===== src/rtl/rxs_pkg.sv =====
package rxs_pkg;
  localparam int DESC_SHIFT = 4;
  localparam int DESC_BYTES = 16;
  localparam int FCS_BYTES  = 4;
  localparam int ADDR_W     = 64;
  localparam int FLAG_W     = 3;
  localparam int FL_DONE    = 0;
  localparam int FL_EOP     = 1;
  localparam int FL_IXSM    = 2;

  typedef enum logic [1:0] {
    CMD_FETCH = 2'd0,
    CMD_WRITE = 2'd1,
    CMD_WBACK = 2'd2
  } cmd_kind_e;

  typedef enum logic [2:0] {
    S_IDLE,
    S_FETCH,
    S_WAIT,
    S_WRITE,
    S_WBACK
  } seq_state_e;
endpackage


===== src/rtl/rxs_space.sv =====
module rxs_space
  import rxs_pkg::*;
#(
  parameter int IDXW = 16,
  parameter int LENW = 20,
  parameter int TOTW = 17,
  parameter int BSW  = 16
) (
  input  logic [IDXW-1:0] head,
  input  logic [IDXW-1:0] tail,
  input  logic [LENW-1:0] ring_len,
  input  logic [BSW-1:0]  buf_size,
  input  logic            ovr_chk,
  input  logic [TOTW-1:0] total,
  output logic            any_free,
  output logic            fits
);
  localparam int RDW = LENW - DESC_SHIFT;
  localparam int CW  = ((RDW > IDXW) ? RDW : IDXW) + 2;
  localparam int PW  = CW + BSW + TOTW;

  logic [CW-1:0] ring_desc;
  logic [CW-1:0] head_x;
  logic [CW-1:0] tail_x;
  logic [CW-1:0] bufs;
  logic [PW-1:0] room;
  logic          short_frm;

  always_comb begin
    ring_desc = CW'(ring_len >> DESC_SHIFT);
    head_x    = CW'(head);
    tail_x    = CW'(tail);
    any_free  = (head != tail) || !ovr_chk;
    short_frm = PW'(total) <= PW'(buf_size);
    if (head < tail) begin
      bufs = tail_x - head_x;
    end else if ((head > tail) || !ovr_chk) begin
      bufs = ring_desc + tail_x - head_x;
    end else begin
      bufs = '0;
    end
    room = PW'(bufs) * PW'(buf_size);
    fits = short_frm ? any_free : (PW'(total) <= room);
  end
endmodule


===== src/rtl/rxs_ring_ptr.sv =====
module rxs_ring_ptr
  import rxs_pkg::*;
#(
  parameter int IDXW = 16,
  parameter int LENW = 20
) (
  input  logic            clk,
  input  logic            rst_n,
  input  logic            load,
  input  logic [IDXW-1:0] load_val,
  input  logic            step,
  input  logic [LENW-1:0] ring_len,
  output logic [IDXW-1:0] head
);
  localparam int EW = ((IDXW + DESC_SHIFT + 1) > LENW) ? (IDXW + DESC_SHIFT + 1) : LENW;

  logic [EW-1:0]   inc_bytes;
  logic [IDXW-1:0] head_inc;

  always_comb begin
    inc_bytes = (EW'(head) + EW'(1)) << DESC_SHIFT;
    head_inc  = (inc_bytes >= EW'(ring_len)) ? '0 : head + IDXW'(1);
  end

  always_ff @(posedge clk or negedge rst_n) begin
    if (!rst_n) begin
      head <= '0;
    end else if (load) begin
      head <= load_val;
    end else if (step) begin
      head <= head_inc;
    end
  end
endmodule


===== src/rtl/rxs_seq.sv =====
module rxs_seq
  import rxs_pkg::*;
#(
  parameter int FLW  = 16,
  parameter int BSW  = 16,
  parameter int CNTW = 32
) (
  input  logic              clk,
  input  logic              rst_n,
  input  logic              rx_en,
  input  logic              any_free,
  input  logic              fits,
  input  logic              frm_valid,
  output logic              frm_ready,
  input  logic [FLW-1:0]    frm_len,
  input  logic [FLW:0]      total,
  input  logic [63:0]       desc_addr,
  input  logic [BSW-1:0]    buf_size,
  output logic              cmd_valid,
  input  logic              cmd_ready,
  output logic [1:0]        cmd_kind,
  output logic [63:0]       cmd_addr,
  output logic [BSW-1:0]    cmd_len,
  output logic [FLW-1:0]    cmd_offs,
  output logic [FLAG_W-1:0] cmd_flags,
  input  logic              rsp_valid,
  input  logic [63:0]       rsp_addr,
  output logic              step,
  output logic              idle,
  output logic              irq_rxo,
  output logic              irq_done,
  output logic [CNTW-1:0]   pkt_good,
  output logic [CNTW-1:0]   pkt_total
);
  localparam int TOTW = FLW + 1;
  localparam int DW   = ((TOTW > BSW) ? TOTW : BSW) + 1;

  seq_state_e      state;
  logic [FLW-1:0]  len_q;
  logic [TOTW-1:0] tot_q;
  logic [TOTW-1:0] off_q;
  logic [63:0]     bufa_q;

  logic [DW-1:0] remain_tot;
  logic [DW-1:0] remain_dat;
  logic [DW-1:0] desc_sz;
  logic [DW-1:0] wr_sz;
  logic [DW-1:0] off_next;
  logic          last;
  logic          null_buf;
  logic          has_data;

  always_comb begin
    remain_tot = DW'(tot_q) - DW'(off_q);
    remain_dat = DW'(len_q) - DW'(off_q);
    desc_sz    = (remain_tot > DW'(buf_size)) ? DW'(buf_size) : remain_tot;
    wr_sz      = (remain_dat > DW'(buf_size)) ? DW'(buf_size) : remain_dat;
    off_next   = DW'(off_q) + desc_sz;
    last       = off_next >= DW'(tot_q);
    null_buf   = (bufa_q == '0);
    has_data   = DW'(off_q) < DW'(len_q);
  end

  assign idle      = (state == S_IDLE);
  assign frm_ready = idle && rx_en && any_free;
  assign step      = (state == S_WBACK) && cmd_ready;

  always_comb begin
    cmd_valid = 1'b0;
    cmd_kind  = CMD_FETCH;
    cmd_addr  = desc_addr;
    cmd_len   = '0;
    cmd_offs  = '0;
    cmd_flags = '0;
    case (state)
      S_FETCH: begin
        cmd_valid = 1'b1;
        cmd_len   = BSW'(DESC_BYTES);
      end
      S_WRITE: begin
        cmd_valid = 1'b1;
        cmd_kind  = CMD_WRITE;
        cmd_addr  = bufa_q;
        cmd_len   = BSW'(wr_sz);
        cmd_offs  = FLW'(off_q);
      end
      S_WBACK: begin
        cmd_valid          = 1'b1;
        cmd_kind           = CMD_WBACK;
        cmd_flags[FL_DONE] = 1'b1;
        if (!null_buf) begin
          cmd_len            = BSW'(desc_sz);
          cmd_flags[FL_EOP]  = last;
          cmd_flags[FL_IXSM] = last;
        end
      end
      default: ;
    endcase
  end

  always_ff @(posedge clk or negedge rst_n) begin
    if (!rst_n) begin
      state     <= S_IDLE;
      len_q     <= '0;
      tot_q     <= '0;
      off_q     <= '0;
      bufa_q    <= '0;
      irq_rxo   <= 1'b0;
      irq_done  <= 1'b0;
      pkt_good  <= '0;
      pkt_total <= '0;
    end else begin
      irq_rxo  <= 1'b0;
      irq_done <= 1'b0;
      case (state)
        S_IDLE: begin
          if (frm_valid && frm_ready) begin
            if (fits) begin
              state <= S_FETCH;
              len_q <= frm_len;
              tot_q <= total;
              off_q <= '0;
            end else begin
              irq_rxo <= 1'b1;
            end
          end
        end
        S_FETCH: if (cmd_ready) state <= S_WAIT;
        S_WAIT: begin
          if (rsp_valid) begin
            bufa_q <= rsp_addr;
            state  <= ((rsp_addr != '0) && has_data) ? S_WRITE : S_WBACK;
          end
        end
        S_WRITE: if (cmd_ready) state <= S_WBACK;
        S_WBACK: begin
          if (cmd_ready) begin
            if (!null_buf) off_q <= TOTW'(off_next);
            if (!null_buf && last) begin
              state     <= S_IDLE;
              irq_done  <= 1'b1;
              pkt_good  <= pkt_good + CNTW'(1);
              pkt_total <= pkt_total + CNTW'(1);
            end else begin
              state <= S_FETCH;
            end
          end
        end
        default: state <= S_IDLE;
      endcase
    end
  end
endmodule


===== src/rtl/rxring_scatter.sv =====
module rxring_scatter
  import rxs_pkg::*;
#(
  parameter int IDXW = 16,
  parameter int LENW = 20,
  parameter int FLW  = 16,
  parameter int BSW  = 16,
  parameter int CNTW = 32
) (
  input  logic            clk,
  input  logic            rst_n,
  input  logic            rx_en,
  input  logic            ovr_chk_en,
  input  logic            keep_fcs,
  input  logic [31:0]     ring_base_lo,
  input  logic [31:0]     ring_base_hi,
  input  logic [LENW-1:0] ring_len,
  input  logic [IDXW-1:0] ring_tail,
  input  logic [BSW-1:0]  buf_size,
  input  logic            head_wr,
  input  logic [IDXW-1:0] head_wr_val,
  output logic [IDXW-1:0] ring_head,
  input  logic            frm_valid,
  output logic            frm_ready,
  input  logic [FLW-1:0]  frm_len,
  output logic            cmd_valid,
  input  logic            cmd_ready,
  output logic [1:0]      cmd_kind,
  output logic [63:0]     cmd_addr,
  output logic [BSW-1:0]  cmd_len,
  output logic [FLW-1:0]  cmd_offs,
  output logic [2:0]      cmd_flags,
  input  logic            rsp_valid,
  input  logic [63:0]     rsp_addr,
  output logic            irq_rxo,
  output logic            irq_done,
  output logic [CNTW-1:0] pkt_good,
  output logic [CNTW-1:0] pkt_total
);
  localparam int TOTW = FLW + 1;

  logic [63:0]     ring_base;
  logic [63:0]     desc_addr;
  logic [TOTW-1:0] total;
  logic            any_free;
  logic            fits;
  logic            step;
  logic            idle;

  always_comb begin
    ring_base = {ring_base_hi, 32'h0} + {32'h0, ring_base_lo & ~32'hF};
    desc_addr = ring_base + (64'(ring_head) << DESC_SHIFT);
    total     = TOTW'(frm_len) + (keep_fcs ? TOTW'(FCS_BYTES) : TOTW'(0));
  end

  rxs_space #(.IDXW(IDXW), .LENW(LENW), .TOTW(TOTW), .BSW(BSW)) u_space (
    .head     (ring_head),
    .tail     (ring_tail),
    .ring_len (ring_len),
    .buf_size (buf_size),
    .ovr_chk  (ovr_chk_en),
    .total    (total),
    .any_free (any_free),
    .fits     (fits)
  );

  rxs_ring_ptr #(.IDXW(IDXW), .LENW(LENW)) u_ptr (
    .clk      (clk),
    .rst_n    (rst_n),
    .load     (head_wr && idle),
    .load_val (head_wr_val),
    .step     (step),
    .ring_len (ring_len),
    .head     (ring_head)
  );

  rxs_seq #(.FLW(FLW), .BSW(BSW), .CNTW(CNTW)) u_seq (
    .clk       (clk),
    .rst_n     (rst_n),
    .rx_en     (rx_en),
    .any_free  (any_free),
    .fits      (fits),
    .frm_valid (frm_valid),
    .frm_ready (frm_ready),
    .frm_len   (frm_len),
    .total     (total),
    .desc_addr (desc_addr),
    .buf_size  (buf_size),
    .cmd_valid (cmd_valid),
    .cmd_ready (cmd_ready),
    .cmd_kind  (cmd_kind),
    .cmd_addr  (cmd_addr),
    .cmd_len   (cmd_len),
    .cmd_offs  (cmd_offs),
    .cmd_flags (cmd_flags),
    .rsp_valid (rsp_valid),
    .rsp_addr  (rsp_addr),
    .step      (step),
    .idle      (idle),
    .irq_rxo   (irq_rxo),
    .irq_done  (irq_done),
    .pkt_good  (pkt_good),
    .pkt_total (pkt_total)
  );
endmodule


===== config.mk =====
export PLATFORM = sky130hd
export DESIGN_NAME = rxring_scatter
export DESIGN_NICKNAME = d
export VERILOG_FILES = /design/src/rtl/rxs_pkg.sv /design/src/rtl/rxs_space.sv /design/src/rtl/rxs_ring_ptr.sv /design/src/rtl/rxs_seq.sv /design/src/rtl/rxring_scatter.sv
export SDC_FILE = /design/constraint.sdc
export NUM_CORES = 2
export LEC_CHECK = 0
export BUFFER_PORTS_ARGS = -buffer_cell sky130_fd_sc_hd__buf_2
export CAP_MARGIN = 25
export CORE_MARGIN = 2
export CORE_UTILIZATION = 35
export DETAILED_ROUTE_END_ITERATION = 10
export PLACE_DENSITY = 0.6
export REMOVE_ABC_BUFFERS = 1
export SLEW_MARGIN = 0
export SYNTH_ARGS = -nofsm -noshare
export SYNTH_HDL_FRONTEND = slang
export SYNTH_SLANG_ARGS = --single-unit

===== constraint.sdc =====
create_clock -name clk -period 20.4 [get_ports clk]
set_input_delay 4.08 -clock clk [delete_from_list [all_inputs] [get_ports clk]]
set_output_delay 4.08 -clock clk [all_outputs]
set_load 0.03 [all_outputs]

---- Word level (Yosys, flattened, before mapping) ----
Index checks and enable logic that the tools add are counted.
Widths: inputs -> output; s select.
word-level totals
  memory bits (writable) .................. 0
  latch bits .............................. 0
  register bits ........................... 199
  output and inout port bits .............. 185
  memory bits (read-only) ................. 0
  memories ................................ 0
  bits of input ports ..................... 221
cells by class
  bitwise operators ....................... 0
  shift operators ......................... 0
  add/sub/neg operators ................... 13
  order comparisons ....................... 9
  multipliers ............................. 1
  divide/modulo/power cells ............... 0
  equality and inequality tests ........... 12
  multiplexer cells ....................... 37
  reductions and logical operators ........ 22
operator list
  kind                   number
  $mux 16                6
  $mux 17                4
  $add 32x1->32 const B  2
  $add 64x20->64         1
  $add 64x32->64         1
  $logic_not 64->1       1
  $mux 64                1
  $reduce_bool 64->1     1
  $mux 18                3
  $pmux 16 s3            1
  $gt 18x16->1           2
  $le 17x34->1           1
  $mul 18x16->34         1
  $pmux 17 s2            1
  $mux 3                 9
  $ge 21x20->1           1
  $add 17x18->18         1
  $ge 18x17->1           1
  $sub 16x17->18         1
  $sub 17x17->18         1
  $sub 18x16->18         1
  $add 16x1->17 const B  1
  $add 16x16->17         1
  $add 16x3->17          1
  other kinds (26)       50

---- Longest topological paths before layout ----
  depth after elaboration ................. 10
  gate-level depth with buffers ........... 50
  mapped depth without buffers ............ 49

---- Hierarchy ----
A second synthesis with hierarchy kept.
unflattened totals
  cell total of the unflattened synthesis .. 3471
  area, all modules ....................... 29429.5 um^2
modules (own cells, without submodules)
  module          area each (um^2)  instances  seq. area each (um^2)  cells each
  rxs_seq         12824.8           1          4579.4                 1405
  rxs_space       12794.8           1          0.0                    1558
  rxring_scatter  2322.2            1          0.0                    336
  rxs_ring_ptr    1487.7            1          400.4                  172

---- Worst setup path after synthesis ----
OpenSTA, ideal clock, no wires.
  path kind ............................... input-to-reg
  start ................................... in ring_len[4]
  end ..................................... reg u_seq.len_q[10]
  path slack .............................. 6.263 ns
  data arrival time ....................... 14.012 ns
  cell stages on the path ................. 48
  path through ............................ ha_1 > inv_1 > fa_1 > nor2b_1 > o21ai_0 > a21boi_0 > o21ai_0 > o21a_1 > nor2b_1 > nor2_1 > xnor2_1 > ha_1 > o21ai_0 > a21oi_1 > o41ai_1 > o21ai_0 > xnor2_1 > a21oi_2 > [... 12 more ...] > buf_2 > a2111oi_2 > o21ai_1 > a21oi_2 > nor2_1 > xnor2_1 > ha_1 > and3_1 > nand4bb_1 > o21ai_0 > a2111oi_0 > nand4_1 > nor4_1 > nand4_1 > nor4_4 > a21boi_2 > buf_6 > mux2_4
on the way
  cells in the longest elaborated chain, start to end .. 8
RTL lines
  what                        line                  source
  from (decl)                 rxring_scatter.sv:17  input logic [LENW-1:0] ring_len,
  $add 16x16->17              rxs_space.sv:38       bufs = ring_desc + tail_x - head_x;
  $sub 18x16->18              rxs_space.sv:38
  $mux 18                     rxs_space.sv:37       end else if ((head > tail) || !ovr_chk) begin
  $mux 18                     rxs_space.sv:35       if (head < tail) begin
  $mul 18x16->34              rxs_space.sv:42       room = PW'(bufs) * PW'(buf_size);
  $le 17x34->1                rxs_space.sv:43       fits = short_frm ? any_free : (PW'(total) <= room);
  $mux 1                      rxs_space.sv:43
  $reduce_and 3->1 (no line)  n/a
  to (signal assigned)        rxs_seq.sv:120        len_q <= frm_len;
  to (decl)                   rxs_seq.sv:39         logic [FLW-1:0] len_q;
Every way passes these cells.
A chain may end at the register's enable or synchronous reset.

---- Final worst setup path ----
  start ................................... in buf_size[13]
  end ..................................... out cmd_flags[1]
on the way
  cells in the longest elaborated chain, start to end .. 6
RTL lines
  what                line                  source
  from (decl)         rxring_scatter.sv:19  input logic [BSW-1:0] buf_size,
  $gt 18x16->1        rxs_seq.sv:56         desc_sz = (remain_tot > DW'(buf_size)) ? DW'(buf_size) : remain_tot;
  $mux 18 (*)         rxs_seq.sv:56
  $add 17x18->18 (*)  rxs_seq.sv:58         off_next = DW'(off_q) + desc_sz;
  $ge 18x17->1 (*)    rxs_seq.sv:59         last = off_next >= DW'(tot_q);
  $mux 2 (*)          rxs_seq.sv:91         if (!null_buf) begin
  $mux 3 (*)          rxs_seq.sv:75         case (state)
  to (decl)           rxring_scatter.sv:32  output logic [2:0] cmd_flags,
Mark *: on every way between the ends. The rest lies on a longest branch, timed or not.

==> impl_metrics.csv <==
group,metric,value,unit
place,gp_congestion,0.947,
yosys,syn-cell-area,29000,um^2
place,port_buffers,401,
yosys,netlist.area_leader.share,17.0,%
sta,fin_crit,16460,ps
sta,finalCritPeriodShare,80.7,%
yosys,synthTopCellsByArea,"dfrtp_1, fa_1, ha_1, inv_1, o21ai_0",
clock_tree,cts_buffers,17,
setup_path,worstSetupStartpointType,"input pin",
cells_and_area,seqCellArea,4930,um^2
yosys,yosysTopAreaCell,"dfrtp_1",
min_path,worstHoldStart,"u_seq.pkt_good[31]$_DFFE_PN0P_",
yosys,synth_edf_count,0,
flow_run,cap_violations,0,
yosys,seq_area_frac_synth,17.0,%
sta,hold_violations,0,
clock_tree,clock-sinks,197,
routing,drtIter0Drc,2010,
sta,tns,0,ps
sta,finalMaxSlewViolations,0,
floorplanning,fp-row-count,105,
place,hpwl,86700,um
floorplanning,die_h,292,um
cells_and_area,areaGrowthSynthToFinish,13.2,%
place,placedInstanceArea,32100,um^2
yosys,yosysMostFrequentCell,"inv_1",
yosys,synth-seq-cells,197,
routing,num_vias,26805,
setup_path,startpoint,"buf_size[13]",
global_routing,antenna_found_initial,54,
clock_tree,cts-resized-gates,0,
sta,worst_slew_pin_slew,1060,ps
floorplanning,ioPinCount,406,
cells_and_area,multi_input_area,22000,um^2
setup_path,end_kind,"output port",
setup_path,crit_required,16320,ps
clock_tree,clkTransAtPathRegs,100,ps
clock_tree,root_buffer,"clkbuf_16",
routing,avgViaCountPerCell,5.59,
global_routing,grt_use_total,24.9,%
setup_path,worst-path-max-fanout,63,
cells_and_area,final_area,32800,um^2
clock_tree,clock_latency,490,ps
yosys,syn_area_per_cell,8.59,um^2
clock_tree,cts-htree-levels,4,
setup_path,reg2reg_from,"u_ptr.head[1]$_DFFE_PN0P_",
global_routing,grt_max_degree,85,
clock_tree,clockBufferDepth,2,
floorplanning,core_area,82000,um^2
floorplanning,die-area,85100,um^2
sta,clock_skew,30.6,ps
routing,wirelength,107000,um
sta,grt_setup_unrepaired,"no",
sta,fmax,60.8,MHz
clock_tree,hold_buffers,0,
floorplanning,start_util,35.4,%
yosys,synth_cells,3374,
cells_and_area,nets,4466,
routing,ant_nets,0,
setup_path,slowest_delay,860,ps
sta,finalSetupViolCount,0,
routing,firstDrtPassIters,5,
global_routing,grt_overflow_total,0,
routing,wl_per_cell,22.3,um
status,status,"finished clean",
setup_path,cpMostUsedCell,"ha_1",
setup_path,cp_slowest_cell,"a2111oi_0",
global_routing,first_global_vias,26402,
cells_and_area,n_fill_cell,8509,
setup_path,worstSetupPathType,"input pin to output port",
clock_tree,cts_tree,"done",
setup_path,crit_arrival,12380,ps
min_path,hold_class,"flop to flop",
routing,drc,0,
global_routing,grt_pass1_wl,162000,um
cells_and_area,drive_gt1_share,16.9,%
yosys,yosys-top-cells-count,"inv_1, ha_1, o21ai_0",
clock_tree,post-cts-setup-buffers,0,
yosys,ys_types,84,
yosys,synth-async-reset-ratio,100,%
yosys,ys_warn_count,0,
sta,relSlewSlack,27.8,%
floorplanning,die_w,292,um
setup_path,ff2ff_setup_slack,7680,ps
yosys,synth-main-ff-cell,"dfrtp_1",
cells_and_area,final_util,40.0,%
-- layout make-up --
type	count	share of cell area, %
Sequential cell	197	15.0
Inverter	405	4.63
Clock inverter	15	0.587
Tap cell	1070	4.08
Antenna cell	16	0.122
Clock buffer	17	1.30
Timing Repair Buffer	444	7.19
Multi-Input combinational cell	2633	67.1
-- layer usage --
layer | global-route usage (%) | wire length [um] | vias up
li1 | - | - | 12482
met3 | 6.74 | 9420 | 198
met4 | 8.02 | 3420 | 66
met1 | 31.4 | 43700 | 13042
met2 | 41.1 | 50000 | 1017
met5 | 0 | 448 | -
-- critical path: cells and delay by family --
kind / cells / cell delay, ps
xor gates and xnor gates: 1 / 120
muxes: 1 / 310
buffers and inverters: 4 / 1800
and+or+nand+nor: 7 / 1130
adders and majority gates: 3 / 1120
AOI/OAI and AO/OA: 13 / 3740
-- registers in the layout, indices dropped and copies added, names as in the netlist --
signal / flops
u_ptr.head: 16
u_seq.bufa_q: 64
u_seq.irq_rxo: 1
u_seq.state: 3
u_seq.len_q: 14
u_seq.off_q: 17
u_seq.pkt_total: 32
u_seq.irq_done: 1
u_seq.tot_q: 17
u_seq.pkt_good: 32
-- through the flow --
step	hold WS (ps)	std cells	worst slack, ps
CTS	482	4780	4250
detailed placement	459	4748	4060
global placement	464	4748	4110
floorplan	485	3235	5700
finish	478	4797	3940
global route	501	4790	3610
-- cell families after synthesis --
kind of cell / share of synthesized area [%]
fa+ha+maj: 29.5
buf+inv: 7.29
mux: 5.43
simple gates: 15.0
xor+xnor: 7.01
flops: 17.0
compound gates: 18.7
other cells: 0.0129
-- path summary, 6_finish.rpt --
kind | depth (start not counted) | to
min in group asynchronous | 1 | u_seq.pkt_good[25]$_DFFE_PN0P_
max in group asynchronous | 2 | u_seq.pkt_total[27]$_DFFE_PN0P_
min | 1 | u_seq.pkt_good[31]$_DFFE_PN0P_
max reg2reg | 41 | u_seq.tot_q[13]$_DFFE_PN0P_
min reg2reg | 1 | u_seq.pkt_good[31]$_DFFE_PN0P_
max | 29 | cmd_flags[1]
-- cells in the final DEF, fill, tap and decap left out, types with 82 or more instances in the layout --
cell,instances
ha_1,319
a21oi_1,215
nand2_1,191
nand4_1,94
o21a_1,86
xnor2_1,145
mux2_2,82
inv_1,400
nor2_1,155
fa_1,228
xor2_1,87
dfrtp_1,197
nand3_1,113
buf_2,400
o21ai_0,256
Power is left out: the tool's default activity adds up to more than one toggle a clock period on the data nets, which glitch-free logic cannot reach.
